[config.mk]
export PLATFORM = sky130hd
export DESIGN_NAME = irq_flag_unit
export DESIGN_NICKNAME = d
export VERILOG_FILES = /design/src/rtl/irqfe_pkg.sv /design/src/rtl/irqfe_flag_bank.sv /design/src/rtl/irqfe_enable_bank.sv /design/src/rtl/irqfe_irq_out.sv /design/src/rtl/irq_flag_unit.sv
export SDC_FILE = /design/constraint.sdc
export NUM_CORES = 1
export LEC_CHECK = 0
export ABC_AREA = 1
export CAP_MARGIN = 20
export CORE_MARGIN = 2
export CORE_UTILIZATION = 35
export CTS_CLUSTER_DIAMETER = 30
export DETAILED_ROUTE_END_ITERATION = 10
export HOLD_SLACK_MARGIN = 0.1
export PLACE_DENSITY = 0.73
export SYNTH_ARGS = -nofsm -noshare
export SYNTH_HDL_FRONTEND = slang
export SYNTH_SLANG_ARGS = --single-unit
[constraint.sdc]
create_clock -name clk -period 0.8 [get_ports clk]
set_input_delay 0.16 -clock clk [delete_from_list [all_inputs] [get_ports clk]]
set_output_delay 0.16 -clock clk [all_outputs]
set_load 0.01 [all_outputs]
[src/rtl/irqfe_pkg.sv]
package irqfe_pkg;

    localparam int DATA_W  = 8;
    localparam int NUM_SRC = DATA_W - 1;
    localparam int TOP_BIT = DATA_W - 1;

    localparam int BIT_TMR1  = 6;
    localparam int BIT_TMR2  = 5;
    localparam int BIT_SHIFT = 2;

    typedef logic [NUM_SRC-1:0] src_vec_t;
    typedef logic [DATA_W-1:0]  byte_t;

    typedef enum logic {
        SEL_FLAGS   = 1'b0,
        SEL_ENABLES = 1'b1
    } reg_sel_e;

    typedef struct packed {
        logic     hit_flags;
        logic     hit_enables;
        logic     dir_set;
        src_vec_t mask;
    } wr_req_t;

    function automatic wr_req_t decode_write(input logic stb, input reg_sel_e sel,
                                             input byte_t data);
        wr_req_t r;
        r.hit_flags   = stb && (sel == SEL_FLAGS);
        r.hit_enables = stb && (sel == SEL_ENABLES);
        r.dir_set     = data[TOP_BIT];
        r.mask        = data[NUM_SRC-1:0];
        return r;
    endfunction

endpackage

[src/rtl/irqfe_flag_bank.sv]
module irqfe_flag_bank
    import irqfe_pkg::*;
#(
    parameter int N = NUM_SRC
) (
    input  logic         clk,
    input  logic         rst,
    input  logic [N-1:0] set_vec,
    input  logic [N-1:0] clr_vec,
    input  logic         wr_clr,
    input  logic [N-1:0] wr_mask,
    output logic [N-1:0] flags
);

    for (genvar i = 0; i < N; i++) begin : g_flag
        logic clr_any;
        assign clr_any = clr_vec[i] || (wr_clr && wr_mask[i]);

        always_ff @(posedge clk) begin
            if (rst)             flags[i] <= 1'b0;
            else if (set_vec[i]) flags[i] <= 1'b1;
            else if (clr_any)    flags[i] <= 1'b0;
        end

        assert_set_wins_R10: assert property (@(posedge clk) disable iff (rst)
            set_vec[i] |=> flags[i]);

        assert_clear_R9: assert property (@(posedge clk) disable iff (rst)
            (clr_vec[i] && !set_vec[i]) |=> !flags[i]);

        assert_write_clear_R7: assert property (@(posedge clk) disable iff (rst)
            (wr_clr && wr_mask[i] && !set_vec[i]) |=> !flags[i]);

        assert_hold_R7: assert property (@(posedge clk) disable iff (rst)
            (!set_vec[i] && !clr_vec[i] && !(wr_clr && wr_mask[i])) |=> $stable(flags[i]));
    end

    assert_reset_flags_R1: assert property (@(posedge clk) rst |=> (flags == '0));

endmodule

[src/rtl/irqfe_enable_bank.sv]
module irqfe_enable_bank
    import irqfe_pkg::*;
#(
    parameter int N = NUM_SRC
) (
    input  logic         clk,
    input  logic         rst,
    input  logic         wr,
    input  logic         dir_set,
    input  logic [N-1:0] mask,
    output logic [N-1:0] enables
);

    logic [N-1:0] en_next;

    always_comb begin
        en_next = enables;
        if (wr) begin
            if (dir_set) en_next = enables | mask;
            else         en_next = enables & ~mask;
        end
    end

    always_ff @(posedge clk) begin
        if (rst) enables <= '0;
        else     enables <= en_next;
    end

    assert_en_set_R5: assert property (@(posedge clk) disable iff (rst)
        (wr && dir_set) |=> ((enables & $past(mask)) == $past(mask)));

    assert_en_clear_R6: assert property (@(posedge clk) disable iff (rst)
        (wr && !dir_set) |=> ((enables & $past(mask)) == '0));

    assert_en_keep_R5: assert property (@(posedge clk) disable iff (rst)
        wr |=> ((enables & ~$past(mask)) == ($past(enables) & ~$past(mask))));

    assert_reset_en_R1: assert property (@(posedge clk) rst |=> (enables == '0));

endmodule

[src/rtl/irqfe_irq_out.sv]
module irqfe_irq_out
    import irqfe_pkg::*;
#(
    parameter int N = NUM_SRC
) (
    input  logic         clk,
    input  logic         rst,
    input  logic [N-1:0] flags,
    input  logic [N-1:0] enables,
    output logic         pending,
    output logic         irq
);

    assign pending = |(flags & enables);

    always_ff @(posedge clk) begin
        if (rst) irq <= 1'b0;
        else     irq <= pending;
    end

    assert_irq_rise_R2: assert property (@(posedge clk) disable iff (rst)
        $rose(irq) |-> $past(pending));

    assert_irq_fall_R2: assert property (@(posedge clk) disable iff (rst)
        $fell(irq) |-> !$past(pending));

    assert_irq_reset_R1: assert property (@(posedge clk) rst |=> !irq);

endmodule

[src/rtl/irq_flag_unit.sv]
module irq_flag_unit
    import irqfe_pkg::*;
(
    input  logic       clk,
    input  logic       rst,
    input  logic       reg_sel,
    input  logic       wr_stb,
    input  logic [7:0] wr_data,
    output logic [7:0] rd_data,
    input  logic [6:0] evt_set,
    input  logic [6:0] evt_clr,
    output logic       irq
);

    reg_sel_e sel;
    wr_req_t  req;
    src_vec_t flags;
    src_vec_t enables;
    logic     pending;

    assign sel = reg_sel_e'(reg_sel);
    assign req = decode_write(wr_stb, sel, wr_data);

    irqfe_flag_bank #(.N(NUM_SRC)) u_flags (
        .clk     (clk),
        .rst     (rst),
        .set_vec (evt_set),
        .clr_vec (evt_clr),
        .wr_clr  (req.hit_flags),
        .wr_mask (req.mask),
        .flags   (flags)
    );

    irqfe_enable_bank #(.N(NUM_SRC)) u_enables (
        .clk     (clk),
        .rst     (rst),
        .wr      (req.hit_enables),
        .dir_set (req.dir_set),
        .mask    (req.mask),
        .enables (enables)
    );

    irqfe_irq_out #(.N(NUM_SRC)) u_irq (
        .clk     (clk),
        .rst     (rst),
        .flags   (flags),
        .enables (enables),
        .pending (pending),
        .irq     (irq)
    );

    always_comb begin
        unique case (sel)
            SEL_FLAGS:   rd_data = {pending, flags};
            SEL_ENABLES: rd_data = {1'b1, enables};
            default:     rd_data = '0;
        endcase
    end

    assert_en_read_top_R4: assert property (@(posedge clk) disable iff (rst)
        reg_sel |-> rd_data[7]);

    assert_summary_R3: assert property (@(posedge clk) disable iff (rst)
        (!reg_sel && rd_data[7]) |=> irq);

endmodule

* Word level (Yosys, flattened, before mapping) *
Cells that the tools add are included.

cells by class
  muxes and demuxes = 16
  bitwise operators = 5
  reduce and logical (&&, ||, !) cells = 24

operators by type and width
  operator                            count
  one-hot mux 8 bit (2 select lines)  1
  bitwise AND 7 bit                   2
  two-way mux 1 bit                   14
  nonzero test 2 bit                  7
  logical AND 1 bit                   9
  logical OR 1 bit                    7
  two-way mux 7 bit                   1
  inverter 7 bit                      1
  OR 7 bit                            1
  OR reduction 7 bit                  1
  inverter 1 bit                      1

storage, ports and cells
  register bits = 15
  bits of input ports = 26
  output and inout port bits = 9
  logic and storage cells = 54

* Logic depth before layout (Yosys ltp) *
Gate-level depths: netlist (run 1).

  word-level depth = 6
  mapped depth = 7
  depth with buffers taken out = 5

* By module *
A second synthesis (run 1) with hierarchy kept.

second synthesis, totals
  cells, all modules = 136
  area, all modules = 805.8 µm²

modules (own cells, without submodules)
  module             instances  cells an instance  area an instance (µm²)
  irqfe_enable_bank  1          50                 306.5
  irqfe_flag_bank    1          42                 297.8
  irq_flag_unit      1          28                 115.1
  irqfe_irq_out      1          16                 86.3

* Worst setup path before layout (run 1) *
Ideal clock, no wire load.

  path kind = input-to-reg
  from = in wr_stb
  to = reg with a tool-made name
  setup time = 0.132 ns
  arrival = 0.667 ns
  data required time = 0.668 ns
  slack = 0.001 ns
  stages on the path = 7
  buffers on the path = 2
  cells stage by stage = buf_4 nand2_1 inv_2 buf_6 nand2_1 nand2_1 a21oi_1

RTL lines
  item         line                text
  from (decl)  irq_flag_unit.sv:7  input logic wr_stb,

==> results by stage, run 1 <==
Die:
- The placement row count is 16.
- The area enclosed by the die boundary is ~2500 um2.
- The width of the chip is 49.7 um.
- The die outline height is 49.7 um.
- The count of boundary I/O pins is 35.
- The starting density of the core is 37.2%.
- The region available for standard cell placement spans ~2000 um2.

Final layout:
- In the layout the commonest cells are 24 x nand2_1, 20 x clkdlybuf4s50_1, 15 x nand3_1.
- The total area of multi-input combinational cells is 475 um2.
- The layout cell share with drive strength beyond 1 is 49.4%.
- The final layout contains about 190 nets.
- The filler cell count is around 170.
- The final standard cell count with taps included and fillers excluded is a little under 200.
- The antenna cell count is 0.
- Relative to the synthesized area, the layout overhead comes to 92.0%.
- Leaving out fill and tap cells, the most frequent cell in the layout is nand2_1.
- Registers take around 320 um2.

Yosys:
- Counting flops and latches in the post-synthesis netlist gives 15.
- The synthesized netlist devotes ~15% of its cell area to compound gates.
- The adder-cell area share of the yosys netlist is 0%.
- The mux share of post-synthesis cell area is 0%.
- The post-synthesis cell type count is 12.
- Synthesis produced a netlist with a net count of 140.
- Sequential elements use 41.1% of the synthesized area.
- The synthesized netlist devotes a little over a third of its cell area to simple gates.
- After Yosys synthesis, XOR and XNOR cells account for 0% of the synthesized area.
- The number of instances in the synthesized netlist is between 100 and 150.
- A synthesized cell averages approximately 6.4 um2.
- By area, the combinational part of the netlist is dominated by simple AND/OR/NAND/NOR gates.
- The synthesized netlist occupies a cell area of between 700 and 800 um2.
- The Yosys step of the flow raised 0 warnings.

Clock tree:
- The clock-pin slew reported for the worst setup and hold paths after clock tree synthesis is about 0.10 ns.
- The clock root buffer is clkbuf_4.
- The insertion delay of the later-clocked pin in the worst-skew pair is 0.28 ns.
- The TritonCTS clock tree is done.
- The maximum clock path buffer count is 2.
- In this run the number of H-tree levels came out at 1.
- The CTS sink count is 15.
- The number of buffers created by CTS is 3.
- The hold buffer count at cts is 0.

Critical path:
- The maximum fanout encountered on the critical timing path is 3.
- The worst reg2reg path depth is 6.
- The critical path class is flip-flop to output pin.
- Across all register-to-register paths, the minimum setup slack is -0.10 ns.
- The startpoint of the worst register-to-register path is u_flags.flags[1].
- The sort of element at the end of the critical path is an output pin.
- The data required time of the worst path is between 0.6 and 0.7 ns.
- STA puts the critical path data arrival time at roughly 1.1 ns.
- The end of the worst register-to-register path is u_flags.flags[1].
- The worst setup path is launched from a flip-flop.

Detailed routing:
- The remaining number of nets flagged by the antenna check after routing is 0.
- The met1 wire length is approximately 1.1 mm.
- The detailed router used layers up to and including met4.
- The sum of routed wire length over all layers is 2.56 mm.
- The detailed-route wire length per cell is between 10 and 15 um.
- The ratio of routed vias to standard cells is 5.05.
- After the first detailed-routing iteration, the DRC count stood at 19.
- The routed design uses approximately 140 um of met3 wire.
- Detailed routing placed a total of 1.32 mm of wire on met2.
- The detailed-route via count is just under 1,000.
- After detailed routing, the number of remaining DRC violations is 0.
- The number of detailed-route iterations in the first pass is 4.

Worst hold path:
- Along the worst hold path, the cell count comes to 3.
- The worst hold path class is input pin to flip-flop.
- The startpoint of the worst hold path is wr_data[3].

Placed design:
- The sum of net half-perimeters after detailed placement is ~1.6 mm.
- The count of buffers inserted at the top-level ports is 34.
- The placed cell count is ~180.
- The congestion estimate from routability-driven global placement came to 0.781.

Timing:
- The maximum frequency from static timing analysis is about 790 MHz.
- The routed design could run at a clock period as short as 1.26 ns.
- The final-report hold violation count is 0.
- The worst setup slack after layout is -0.463 ns.
- Setup violations remaining at the end of the flow were counted as 14.
- The worst slew margin relative to its limit is between 80% and 90%.
- The clock arrives with between 0.004 and 0.005 ns of skew.
- The number of pins exceeding their max-slew limit in the final report is 0.
- Setup repair after global routing could not meet its margin everywhere.
- In the finished design, the share of the clock period the worst path needs comes to 158%.
- For the pin with the worst max-slew slack, the measured transition is about 0.16 ns.

GRT:
- For this run, the total global-route usage over all layers was measured as between 20% and 30%.
- The via count of the first global-routing pass was around 920.
- The initial antenna violation count is 0.
- Summed over all layers, the global routing overflow is 0.
- The wire length of the first global-routing pass is 4.17 mm.
- Entering global routing, the biggest net connects 16 pins.

Power and ir drop:
- The analysis attributes to cell leakage a power of roughly 0.60 nW.
- Power comes to between 1.5 and 2 mW.
- In this run the power density over the cells is 1260 nW/um2.
- The worst ir drop on vdd is around 1000 uV.

Run status:
- The checks that failed: setup timing.
- The run finished, with violations left.

Run:
- The max-cap violation count is 0.
[synthesized netlist by cell type]
cell	n	area [um2]
a21oi_1	15	75.1
o21ai_0	7	35.0
inv_2	1	3.75
nor2_1	16	60.1
clkbuf_1	1	3.75
inv_1	9	33.8
buf_2	1	5.00
dfxtp_1	15	300
nand2_1	32	120
buf_4	1	7.51
buf_6	1	11.3
nand3_1	15	75.1
[critical path, stage by stage, from the launching register on]
cell and delay (ns):
dfxtp_2 0.35, nand2_2 0.07, nand2_2 0.05, nor2_2 0.12, nand3_1 0.09, buf_2 0.14
[layout make-up]
cell class | instances | share of cell area (%)
inverter | 10 | 3.21
clock inverter | 1 | 0.357
timing repair buffer | 51 | 35.3
clock buffer | 3 | 1.61
tap | 27 | 2.41
multi-input combinational | 85 | 33.9
timing repair inverter | 1 | 0.535
sequential | 15 | 22.7
[logic make-up (layout without fill, tap and decap cells)]
logic type / count (synthesis) / after routing
AO/OA/AOI/OAI: 22 / 22
buffers and inverters: 14 / 66
flip-flops: 15 / 15
AND/OR/NAND/NOR: 63 / 63
[how the worst max path moves through the flow]
| stage | slack [ns] | cells past startpoint | end |
|---|---|---|---|
| after floorplan | 0.001 | 7 | flip-flop |
| after global placement | -0.88 | 4 | rd_data[4] |
| after detailed placement | -0.89 | 4 | rd_data[4] |
| after CTS | -0.46 | 5 | rd_data[7] |
| after global routing | -0.54 | 5 | rd_data[7] |
| final | -0.46 | 5 | rd_data[7] |
[what timing repair did]
| action | in CTS | in global routing |
|---|---|---|
| setup buffers | 1 | 2 |
| resized for setup | 77 | 43 |
| cloned | 2 | 0 |
| setup endpoints to repair | 23 | 21 |
| pin swaps | 9 | 13 |
[through the flow]
stage                     hold WS (ns)  utilization (%)  worst slack, ns  TNS (ns)  cell area [um2]
after floorplan                  0.229                -          0.00106         0              731
after global placement           0.462             61.2           -0.876    -14.78             1200
after detailed placement         0.469             61.2           -0.886    -15.35             1200
after CTS                        0.325             64.4           -0.462     -2.49             1260
after global routing             0.208             71.5           -0.540     -3.69             1400
final                            0.208             71.5           -0.463     -2.81             1400
[per-layer routing]
| layer | GRT usage (%) | up-vias |
|---|---|---|
| met5 | 0 | - |
| met4 | 10.2 | 0 |
| met3 | 3.64 | 4 |
| met2 | 36.9 | 40 |
| met1 | 26.7 | 459 |
| li1 | - | 472 |
[where the power goes]
part	leakage, nW	total, mW	switching, mW	internal (mW)
registers	0.128	0.818	0.0271	0.791
logic	0.455	0.515	0.230	0.285
clock network	0.0177	0.438	0.253	0.185
total	0.601	1.77	0.510	1.26
Note: power is estimated with default switching activity, not from simulation.
==> inputs of run 2 (changes only) <==
--- a/config.mk
+++ b/config.mk
@@ -9,9 +9,12 @@
 export CAP_MARGIN = 20
 export CORE_MARGIN = 2
 export CORE_UTILIZATION = 35
+export CTS_BUF_LIST = sky130_fd_sc_hd__clkbuf_16
 export CTS_CLUSTER_DIAMETER = 30
 export DETAILED_ROUTE_END_ITERATION = 10
+export GPL_ROUTABILITY_DRIVEN = 0
 export HOLD_SLACK_MARGIN = 0.1
+export MAX_ROUTING_LAYER = met4
 export PLACE_DENSITY = 0.73
 export SYNTH_ARGS = -nofsm -noshare
 export SYNTH_HDL_FRONTEND = slang
==> run 2 against run 1 <==
Effect of this change: final area rose by 2.8%; the flow still finishes with violations (setup timing); global-route usage up 0.78 points; critical endpoint unchanged; clock skew down 0.0029 ns.
==> results by stage, run 2 (same netlist as run 1, synthesis figures left out) <==
Detailed routing:
- The remaining number of nets flagged by the antenna check after routing came to 0 (unchanged).
- The detailed-route wire length per cell is 14.5 um (+9.4%).
- The number of detailed-route iterations in the first pass is 4 (unchanged).
- The ratio of routed vias to standard cells is 5.16 (+2.2%).
- The detailed-route via count is 981 (+0.62%).
- The sum of routed wire length over all layers is 2.75 mm (+7.7%).
- The DRC marker count from the first detailed-route iteration was 17 (-2).
- The number of DRC violations after detailed routing is 0 (unchanged).

GRT:
- The largest net degree at the start of global routing is 16 (unchanged).
- The residual overflow from global routing is 0 (unchanged).
- The wire length of the first global-routing pass is 4.18 mm (+0.17%).
- The total routing usage reported by global routing is 22.6% (+0.78 points).
- The initial antenna violation count is 0 (unchanged).
- The via count of the first global-routing pass is 928 (+0.98%).

Critical path:
- The maximum fanout encountered on the critical timing path is 2 (-1).
- The delay of the slowest critical-path stage is 0.32 ns (-0.03 ns).
- STA classifies the critical path startpoint as a flip-flop.
- In this run the critical register-to-register path is captured at u_irq.irq.
- The reg-to-reg setup timing slack came to -0.03 ns (+0.07 ns).
- By startpoint and endpoint, the worst setup path is classified as flip-flop to output pin.
- Walking the worst path, the cells encountered are nand2_1 -> nand2_1 -> nor2_2 -> nand3_1 -> buf_2.
- The end point of the critical path is rd_data[7].
- The worst reg2reg path depth is 4 (-2).
- The most numerous cell type found on the critical path is nand2_1.
- The startpoint of the worst register-to-register path is u_flags.flags[4].
- The data arrival at the endpoint of the critical path is 1.10 ns (about the same).
- The data required time of the worst path is 0.64 ns (about the same).
- STA classifies the critical path endpoint as an output pin.
- The slowest cell on the critical path is dfxtp_2.
- In this run the worst setup path begins at u_flags.flags[4].

Clock tree:
- TritonCTS built the clock tree.
- The number of buffers created by CTS is 3 (unchanged).
- The H-tree level count is 1 (unchanged).
- The insertion delay of the later-clocked pin in the worst-skew pair is 0.24 ns (-0.04 ns).
- The clock root buffer is clkbuf_16.
- The CTS sink count is 15 (unchanged).
- The maximum clock path buffer count is 2 (unchanged).
- The clock-pin slew reported for the worst setup and hold paths after clock tree synthesis was 0.05 ns (-0.05 ns).

Die:
- The core area is 1960 um2 (unchanged).
- The die outline height came to 49.7 um (unchanged).
- The width of the chip came to 49.7 um (unchanged).
- The starting density of the core was 37.2% (unchanged).
- The count of boundary I/O pins is 35 (unchanged).
- The placement row count is 16 (unchanged).
- The area enclosed by the die boundary is 2470 um2 (unchanged).

Timing:
- The number of pins exceeding their max-slew limit in the final report is 0 (unchanged).
- Setup repair after global routing could not meet its margin everywhere.
- The final critical-path required period was 1.26 ns (-0.00399 ns).
- The final-report hold violation count is 0 (unchanged).
- The maximum frequency from static timing analysis is 794 MHz (+0.32%).
- The number of failing setup endpoints in the final timing report is 11 (-3).
- The clock skew came to 0.00126 ns (-0.00285 ns).
- The worst setup slack after layout was -0.459 ns (+0.00399 ns).
- The transition time at the pin with the least slew margin is 0.156 ns (+0.000485 ns).
- The portion of the clock cycle consumed by the worst path in the final layout is 157% (-0.50 points).
- The worst slew margin relative to its limit came to 89.6% (about the same).

Run status:
- The final reports fail on setup timing.
- The flow ran to the end, but the final reports show violations.

Final layout:
- The net count reported at finish is 190 (-1.6%).
- The library cells used most frequently in the layout, excluding fill and tap cells, are 26 x nand2_1, 15 x clkdlybuf4s50_1, 14 x dfxtp_2.
- The final standard cell count with taps included and fillers excluded is 190 (-1.6%).
- The layout cell share with drive strength beyond 1 is 50.3% (+0.91 points).
- The library cell used most frequently in the layout, excluding fill and tap cells, is nand2_1.
- The growth of design area from synthesis to finish is 97.3%.
- The antenna cell count is 0 (unchanged).

Power and ir drop:
- The cell leakage power is 0.625 nW (+4.1%).
- The power per standard cell area came to 1600 nW/um2 (+26%).
- The worst ir drop on vdd is 1110 uV (+13%).
- The overall power after layout came to 2.30 mW (+30%).

Worst hold path:
- In this run the worst hold path is classified as input pin to flip-flop.

Placed design:
- The sum of net half-perimeters after detailed placement is 1.62 mm (unchanged).
- The count of buffers inserted at the top-level ports is 34 (unchanged).
- The placed cell count was 184 (unchanged).

Run:
- The max-cap violation count came to 0 (unchanged).
run 2: worst max-delay path, delay by kind of cell (launching register included):
kind | cells | cell delay, ns
simple gates | 4 | 0.40
buf+inv | 1 | 0.15
flops | 1 | 0.32
run 2: timing repair:
action / CTS / global route
setup endpoints to repair: 23 / 19
setup buffers: 0 / 0
gates cloned: 2 / 0
pin swaps: 7 / 10
gates resized for setup: 89 / 41
hold buffers: 0 / 0
run 2: metal layers:
metal | vias to the layer above | global-route usage, % | part of all wire (%)
li1 | 470 | - | -
met1 | 464 | 27.2 | 39
met2 | 39 | 38.7 | 54
met3 | 8 | 2.42 | 4.3
met4 | 0 | 8.33 | 2.6
met5 | - | - | 0
run 2: layout make-up:
cell class	count	area, um2
timing repair buffer	48	474
multi-input combinational	85	488
sequential	15	318
inverter	10	40.0
clock buffer	3	75.1
fill	148	520
tap	27	33.8
timing repair inverter	1	7.51
clock inverter	1	5.00
run 2: metrics by stage:
| step | TNS [ns] | utilization (%) | hold WS [ns] | cell area, um2 | setup WS, ns |
|---|---|---|---|---|---|
| after global routing | -2.59 | 73.5 | 0.271 | 1440 | -0.515 |
| after detailed placement | -15.35 | 61.2 | 0.469 | 1200 | -0.886 |
| after CTS | -1.94 | 67.5 | 0.355 | 1330 | -0.403 |
| after floorplan | 0 | - | 0.229 | 731 | 0.00106 |
| final | -2.07 | 73.5 | 0.261 | 1440 | -0.459 |
| after global placement | -14.78 | 61.2 | 0.462 | 1200 | -0.876 |
run 2: power breakdown:
group	internal (mW)	switching, mW
combinational	0.269	0.234
clock	0.668	0.310
sequential	0.793	0.0270
run 2: worst min-delay path by stage:
| stage | startpoint | to | slack [ns] | cells after the start |
|---|---|---|---|---|
| floorplan | rst | flip-flop | 0.23 | 1 |
| global placement | flip-flop | flip-flop | 0.46 | 2 |
| detailed placement | flip-flop | flip-flop | 0.47 | 2 |
| CTS | wr_data[0] | flip-flop | 0.36 | 3 |
| global route | wr_data[1] | flip-flop | 0.27 | 3 |
| finish | wr_data[1] | flip-flop | 0.26 | 3 |
==> inputs of run 3 (changes only) <==
--- a/config.mk
+++ b/config.mk
@@ -7,15 +7,18 @@
 export LEC_CHECK = 0
 export ABC_AREA = 1
 export CAP_MARGIN = 20
+export CELL_PAD_IN_SITES_DETAIL_PLACEMENT = 0
+export CELL_PAD_IN_SITES_GLOBAL_PLACEMENT = 1
 export CORE_MARGIN = 2
-export CORE_UTILIZATION = 35
+export CORE_UTILIZATION = 23
 export CTS_BUF_LIST = sky130_fd_sc_hd__clkbuf_16
 export CTS_CLUSTER_DIAMETER = 30
 export DETAILED_ROUTE_END_ITERATION = 10
 export GPL_ROUTABILITY_DRIVEN = 0
 export HOLD_SLACK_MARGIN = 0.1
 export MAX_ROUTING_LAYER = met4
-export PLACE_DENSITY = 0.73
+export PLACE_DENSITY_LB_ADDON = 0.1
+export SKIP_CTS_REPAIR_TIMING = 1
 export SYNTH_ARGS = -nofsm -noshare
 export SYNTH_HDL_FRONTEND = slang
 export SYNTH_SLANG_ARGS = --single-unit
==> run 3 against run 2 <==
Effect of this change: the flow still finishes with violations (setup timing); fmax rose by 6.7%; cell count rose by 13%; clock power fell by 2.8%; sequential share of layout area decreased by 1.4 points; setup slack better by 0.079 ns; routed wire length shrank 12%; first-iteration DRC count decreased by 35%; highest routed layer unchanged; combinational power is 1% higher; global-route usage is 9.9 points lower; die area rose by 48%; sequential power is essentially flat.
==> results by stage, run 3 (same netlist as run 1, synthesis figures left out) <==
GRT:
- The initial antenna violation count is 0 (unchanged).
- The total routing usage reported by global routing is 12.6% (-9.9 points).
- The via count of the first global-routing pass is 774 (-17%).
- The largest net degree at the start of global routing came to 17 (+1).
- The residual overflow from global routing is 0 (unchanged).
- The wire length of the first global-routing pass is 3.21 mm (-23%).

Worst hold path:
- The path class of the tightest hold or removal check is input pin to flip-flop.
- The number of cells on the worst hold path was 4 (+1).

Run status:
- The run finished, with violations left.
- The final reports fail on setup timing.

Final layout:
- The register area is 317 um2 (-0.39%).
- The total area of multi-input combinational cells is 474 um2 (-2.8%).
- The share of the core filled with cells in the final layout is 50.5% (-23 points).
- The filler cell count is 295 (+99%).
- The antenna cell count is 0 (unchanged).
- The net count reported at finish came to 197 (+3.7%).
- The final standard cell count with taps included and fillers excluded is 214 (+13%).
- Relative to the synthesized area, the layout overhead comes to 109%.
- The layout cell share with drive strength beyond 1 came to 45.9% (-4.4 points).
- Leaving out fill and tap cells, the most frequent cells in the layout are 24 x nand2_1, 15 x clkdlybuf4s50_1, 14 x nand3_1.
- The library cell used most frequently in the layout, excluding fill and tap cells, is nand2_1.

Die:
- The die outline height came to 60.4 um (+21%).
- The placement row count was 20 (+4).
- The core area is 3030 um2 (+54%).
- The width of the chip is 60.4 um (+21%).
- The starting density of the core is 24.1% (-13 points).
- The area enclosed by the die boundary is 3640 um2 (+48%).
- The count of boundary I/O pins came to 35 (unchanged).

Power and ir drop:
- The power per standard cell area is 1490 nW/um2 (-6.8%).
- The switching power summed over all nets came to 0.536 mW (-6.0%).
- The cell leakage power was 0.708 nW (+13%).
- The switching part of the total is 23.5% (-1.2 points).
- The portion of total power attributed to sequential cells came to 35.9% (+0.3 points).
- The clock network fraction of design power is 41.8% (-0.7 points).
- The worst ir drop on vdd is 1240 uV (+11%).
- The combinational power share is 22.3% (+0.4 points).
- The cell internal power dissipation is 1.74 mW (+0.58%).

Clock tree:
- The number of buffers created by CTS is 3 (unchanged).
- The clock-pin slew reported for the worst setup and hold paths after clock tree synthesis is 0.05 ns (about the same).
- The H-tree level count is 1 (unchanged).
- The maximum clock path buffer count is 2 (unchanged).
- The tree is rooted in a clkbuf_16.
- The TritonCTS clock tree is done.
- The CTS sink count is 15 (unchanged).
- The insertion delay of the later-clocked pin in the worst-skew pair is 0.24 ns (about the same).

Critical path:
- The data required time of the worst path came to 0.64 ns (about the same).
- The element type at the critical path start is a flip-flop.
- The maximum fanout encountered on the critical timing path was 2 (unchanged).
- The sort of element at the end of the critical path is an output pin.
- The data arrival at the endpoint of the critical path came to 1.02 ns (-0.08 ns).
- By startpoint and endpoint, the worst setup path is classified as flip-flop to output pin.
- The worst reg2reg path depth is 5 (+1).

Timing:
- The worst setup slack after layout is -0.381 ns (+0.0787 ns).
- The worst slew margin relative to its limit came to 84.9% (-4.7 points).
- The clock skew came to 0.00104 ns (-0.000221 ns).
- The final-report hold violation count is 0 (unchanged).
- The portion of the clock cycle consumed by the worst path in the final layout is 148% (-9.8 points).
- The final critical-path required period is 1.18 ns (-0.0787 ns).
- Setup repair after global routing could not meet its margin everywhere.
- The maximum frequency from static timing analysis is 847 MHz (+6.7%).
- The transition time at the pin with the least slew margin is 0.227 ns (+0.0709 ns).
- The number of pins exceeding their max-slew limit in the final report is 0 (unchanged).
- The number of failing setup endpoints in the final timing report is 10 (-1).

Placed design:
- The count of buffers inserted at the top-level ports is 34 (unchanged).
- The placed cell count came to 206 (+12%).
- The sum of net half-perimeters after detailed placement was 1.57 mm (-2.7%).

Detailed routing:
- The ratio of routed vias to standard cells came to 4.34 (-16%).
- The sum of routed wire length over all layers is 2.42 mm (-12%).
- The number of detailed-route iterations in the first pass came to 3 (-1).
- The number of DRC violations after detailed routing is 0 (unchanged).
- The detailed-route via count was 929 (-5.3%).
- The detailed-route wire length per cell is 11.3 um (-22%).
- The remaining number of nets flagged by the antenna check after routing is 0 (unchanged).
- The DRC marker count from the first detailed-route iteration is 11 (-6).

Run:
- The max-cap violation count is 0 (unchanged).
[run 3: worst max-delay path, cell delays in order, from the launching register on]
cell and delay [ns]:
dfxtp_2 0.32, nand2_2 0.07, nand2_2 0.06, nor2_4 0.11, nand3_1 0.07, buf_2 0.14
[run 3: worst paths after layout]
kind                    start         end  slack [ns]
max          u_flags.flags[0]  rd_data[7]       -0.38
min                wr_data[0]   flip-flop        0.25
max reg2reg         flip-flop   u_irq.irq       -0.03
min reg2reg         flip-flop   flip-flop        0.46
[run 3: final cells by class]
type / count / share of cell area (%)
inverter: 10 / 2.94
sequential: 15 / 20.7
timing repair inverter: 1 / 0.572
timing repair buffer: 55 / 36.1
tap: 44 / 3.60
clock buffer: 3 / 4.91
clock inverter: 1 / 0.245
multi-input combinational: 85 / 31.0
[run 3: routing by layer]
layer | vias up | part of all wire (%) | wire length [um] | global-route usage [%]
met5 | - | 0 | 0 | -
met3 | 2 | 5.0 | 122 | 4.48
met2 | 18 | 49 | 1200 | 20.7
met1 | 424 | 45 | 1090 | 14.5
li1 | 485 | - | - | -
met4 | 0 | 0.62 | 15 | 3.81
[run 3: through the flow]
stage / setup TNS (ns) / power (mW) / setup slack (ns) / instance area [um2] / hold slack, ns
2_1_floorplan: 0 / 0.954 / 0.00106 / 731 / 0.229
3_3_place_gp: -14.94 / 1.25 / -0.854 / 1260 / 0.469
3_5_place_dp: -15.19 / 1.25 / -0.869 / 1260 / 0.471
4_1_cts: -11.80 / 2.22 / -0.872 / 1340 / 0.478
5_1_grt: -2.63 / 2.39 / -0.442 / 1530 / 0.257
6_report: -1.98 / 2.28 / -0.381 / 1530 / 0.246
[run 3: power groups by stage]
stage	Sequential, mW	Clock, mW	Combinational [mW]
6_report	0.818	0.950	0.508
5_1_grt	0.821	1.01	0.553
4_1_cts	0.805	0.980	0.436
3_5_place_dp	0.820	0	0.434
3_3_place_gp	0.820	0	0.430
2_1_floorplan	0.817	0	0.137
